--- src/rtl/lpm_seq.sv ---
module lpm_seq #(
  parameter int STAB_CYCLES = 4096
) (
  input  logic       clk,
  input  logic       rst_n,
  input  logic       wait_req,
  input  logic       stop_req,
  input  logic       irq_int,
  input  logic       irq_ext,
  input  logic       cfg_pll_on,
  input  logic       cfg_pll_sel,
  input  logic       cfg_osc_keep,
  input  logic       brk_hit,
  output logic [1:0] mode,
  output logic       cpu_clk_en,
  output logic       imask,
  output logic       pll_en,
  output logic       pll_sel,
  output logic       osc_en,
  output logic       cgm_out_en,
  output logic       brk_active,
  output logic       brk_in_wait
);
  localparam int CW = $clog2(STAB_CYCLES + 1);
  localparam logic [1:0] M_RUN = 2'b00, M_WAIT = 2'b01, M_STOP = 2'b10, M_STAB = 2'b11;
  localparam logic [CW-1:0] CNT_LOAD = CW'(STAB_CYCLES - 1);

  logic [1:0]    st, nxt;
  logic [CW-1:0] cnt;
  logic          keep_q;

  always_comb begin
    nxt = st;
    unique case (st)
      M_RUN:  if (stop_req) nxt = M_STOP;
              else if (wait_req) nxt = M_WAIT;
      M_WAIT: if (irq_int || irq_ext) nxt = M_RUN;
      M_STOP: if (irq_ext) nxt = keep_q ? M_RUN : M_STAB;
      M_STAB: if (cnt == '0) nxt = M_RUN;
    endcase
  end

  always_ff @(posedge clk or negedge rst_n) begin
    if (!rst_n) begin
      st          <= M_RUN;
      cnt         <= '0;
      keep_q      <= 1'b0;
      imask       <= 1'b1;
      pll_en      <= 1'b0;
      pll_sel     <= 1'b0;
      brk_in_wait <= 1'b0;
    end else begin
      st <= nxt;
      if (st == M_RUN && stop_req) keep_q <= cfg_osc_keep;
      if (st == M_STOP) cnt <= CNT_LOAD;
      else if (st == M_STAB && cnt != '0) cnt <= cnt - 1'b1;
      if (st == M_RUN && (stop_req || wait_req)) imask <= 1'b0;
      pll_en  <= cfg_pll_on && nxt != M_STOP;
      pll_sel <= cfg_pll_on && cfg_pll_sel && nxt != M_STOP;
      if (brk_hit && st != M_STOP) brk_in_wait <= (st == M_WAIT);
    end
  end

  assign mode       = st;
  assign cpu_clk_en = (st == M_RUN);
  assign osc_en     = !(st == M_STOP && !keep_q);
  assign cgm_out_en = osc_en;
  assign brk_active = (st != M_STOP);
endmodule

--- config.mk ---
export PLATFORM = sky130hd
export DESIGN_NAME = lpm_seq
export DESIGN_NICKNAME = d
export VERILOG_FILES = /design/src/rtl/lpm_seq.sv
export SDC_FILE = /design/constraint.sdc
export NUM_CORES = 1
export LEC_CHECK = 0
export ABC_CLOCK_PERIOD_IN_PS = 4500
export BUFFER_PORTS_ARGS = -buffer_cell sky130_fd_sc_hd__buf_4
export CAP_MARGIN = 0
export CORE_MARGIN = 2
export CORE_UTILIZATION = 55
export DETAILED_ROUTE_END_ITERATION = 12
export GPL_TIMING_DRIVEN = 1
export PLACE_DENSITY = 0.76
export REMOVE_ABC_BUFFERS = 1
export SLEW_MARGIN = 20
export SYNTH_ARGS = -nofsm -noshare
export SYNTH_HDL_FRONTEND = slang
export SYNTH_SLANG_ARGS = --single-unit
export TNS_END_PERCENT = 1
--- constraint.sdc ---
create_clock -name clk -period 4.5 [get_ports clk]
set_clock_uncertainty 0.05 [all_clocks]
set_input_delay 1.125 -clock clk [delete_from_list [all_inputs] [get_ports clk]]
set_output_delay 1.125 -clock clk [all_outputs]
set_load 0.1 [all_outputs]
==> summary.md <==
| Metric | Value |
|---|---|
| CTS Hold Bufs | `0` |
| Area contributors post-synth | `dfrtp_1, o21ai_0, nand3_1, nand2_1, dfstp_2` |
| WL final | `between 2000 and 2500 microns` |
| Crit Path Max Fanout | `14` |
| Number of routed nets with antenna violations | `0` |
| Die Width | `about 48 microns` |
| Reg2Reg Setup Slack | `about 2300 ps` |
| Post-layout min period | `a little over 3000 ps` |
| WP data required | `3320 ps` |
| Placed wire-length estimate | `1710 microns` |
| Worst Path Arrival | `between 1500 and 2000 ps` |
| Status | `finished, final reports clean` |
| Antenna diodes | `0` |
| Fmax | `about 320 MHz` |
| Clock latency at the later pin of the worst-skew pair | `about 310 ps` |
| Crit path cell chain | `nor2b_1 > inv_1 > buf_4` |
| PwrDens | `~710 nW/um^2` |
| Post_cts resized | `0` |
| Max H-tree Level | `1` |
| Layout fillers | `~160` |
| Min-delay src | `imask` |
| Max VDD drop | `between 0.6 and 0.7 mV` |
| Most frequent cells in the layout | `dfrtp_1, buf_4, o21ai_0, nand2_1, nand3_1` |
| Mapped cell area | `approximately 1100 sq um` |
| Crit path kind | `reg -> out` |
| Setup crit end kind | `output pin` |
| Layout cell share with drive strength beyond 1 | `between 20% and 30%` |
| Final Hold Fails | `0` |
| CP max stage cell | `dfrtp_1` |
| DRC Markers | `0` |
| Initial Utilization | `a little under three fifths` |
| FP Rows | `16` |
| Tot GR Track Use | `roughly 22%` |
| Maxcap violations | `0` |
| CP max stage delay | `580 ps` |
| Final Setup Violations | `0` |
| First-pass GRT wire length | `a little over 4000 microns` |
| TritonCTS Sinks | `20` |
| Sequential fraction of the synthesis area | `around 46%` |
| Register Area | `about 500 sq um` |
| Core ar. | `1900 sq um` |
| Hold crit path type | `reg -> reg` |
| Synth warnings | `0` |
| Avg Vias per Cell | `a little over 6` |
| Setup_tns | `0 ps` |
| I/O Buffers | `19` |
| Asr flop ratio synth | `100%` |
| Mean routed wirelength per cell | `around 15 microns` |
| Grt total ovfl | `0` |
| Via count | `~950` |
| Leakage | `roughly 0.5 nW` |
| Synth cell types | `44` |
| Final Cycle Share | `between 60% and 70%` |
| Hold path depth | `1` |
| R2R Path Start | `cnt[0]` |
| Layout Nets | `142` |
| Area growth syn-to-layout | `15.6%` |
| Pre-Repair DR Iteration Count | `4` |
| Root buffer cell | `clkbuf_4` |
| Slew headroom | `between 60% and 70%` |
| Yosys reg bits | `20` |
| Hold Path End | `imask` |
| TritonCTS Buffers | `3` |
| Startpoint types | `register` |
| Clk slew on worst S/H paths | `110 ps` |
| Syn Inst Count | `113` |
| Drt first-iter violations | `21` |
| Total Die Area | `about 2300 sq um` |
| I/O pin count | `20` |
| R2R cell count | `6` |
| Routability cong. | `about 0.8` |
| Mapped Avg Cell Area | `between 9 and 10 sq um` |
| Post-synth EDFFs | `0` |
| Clk buf depth | `2` |
| Slew Limit Fails | `0` |
| Area of the multi-input gates | `approximately 520 sq um` |
| Biggest area consumer among synthesized cells | `dfrtp_1` |
| Initial antenna violation count | `0` |
| RSZ-0062 raised after global routing | `no` |
| R2r endpoint | `pll_en` |
| Synth top area share | `43.9%` |
| Vias in the first global route | `roughly 910` |
| Worst slew pin tran | `590 ps` |
| Largest net degree at the start of global routing | `21` |
| Hold WS | `~450 ps` |
| Post-CTS setup buffer count | `0` |
| TritonCTS clock tree | `built` |
| Die Height | `~48 microns` |
| Main flop type after synthesis | `dfrtp_1` |
==> worst max-delay path by stage <==
stage / start / end / slack (ps) / cells after the start
finish: mode[1] / brk_active / 1420 / 3
global route: mode[1] / brk_active / 1260 / 3
CTS: mode[1] / brk_active / 1410 / 3
detailed placement: mode[1] / brk_active / 1750 / 3
global placement: mode[1] / brk_active / 1800 / 3
floorplan: mode[0] / cgm_out_en / 530 / 2
==> final cells by class <==
cell class                      instances  area share [%]
Inverter                                7            2.10
Timing Repair Buffer                   19            11.4
Clock buffer                            4            2.10
Tap cell                               27            2.70
Multi-Input combinational cell         80            41.7
Sequential cell                        20            40.1
==> sequential cells by signal, indices dropped and copies added (netlist names) <==
signal       cells
cnt             13
pll_sel          1
imask            1
keep_q           1
brk_in_wait      1
mode             2
pll_en           1
==> where the power goes <==
part           internal [mW]  switching (mW)
logic                  0.121           0.392
registers              0.222          0.0602
clock network         0.0347          0.0559
total                  0.378           0.508
==> metrics by stage <==
stage          total power, mW  cell area, sq um  setup WS (ps)  utilization, %  cells
2_1_floorplan            0.678              1050            532               -    107
3_3_place_gp             0.790              1230           1800            64.5    153
3_5_place_dp             0.799              1230           1750            64.5    153
4_1_cts                  0.888              1250           1410            65.9    157
5_1_grt                  0.937              1250           1260            65.9    157
6_report                 0.886              1250           1420            65.9    157
==> layer usage <==
layer,track usage (%),part of all wire [%],vias to the layer above,wire [microns]
met3,2.16,4.4,5,103
met5,0,0,-,0
met2,39.4,51,28,1200
met4,8.57,1.9,0,45
met1,28.4,42,467,991
li1,-,-,448,-
==> synthesized netlist by cell type (2+ instances only) <==
library cell  number
a21oi_1            2
nor4_1             3
nand3_1            8
nand2b_1           2
inv_1              7
and2_1             3
nor3_1             4
or3_2              2
nor2_1             6
dfrtp_1           19
a21boi_0           3
nand2_1            8
clkbuf_1           4
o22ai_1            2
a311oi_1           2
o21ai_0           10
==> kinds of logic (layout without fill, tap and decap cells) <==
kind of cell,Yosys count,in the layout,synth area share (%)
AOI/OAI and AO/OA,29,29,18.0
adders and majority gates,1,1,1.15
buffers and inverters,13,30,5.54
DFF,20,20,46.3
muxes,2,2,1.96
and+or+nand+nor,48,48,27.0
==> worst max-delay path: cells and delay by family (launching register included) <==
family	cells	cell delay, ps
flops	1	580
buf+inv	2	530
simple gates	1	480
No activity file was read; power rests on OpenSTA's default activity.
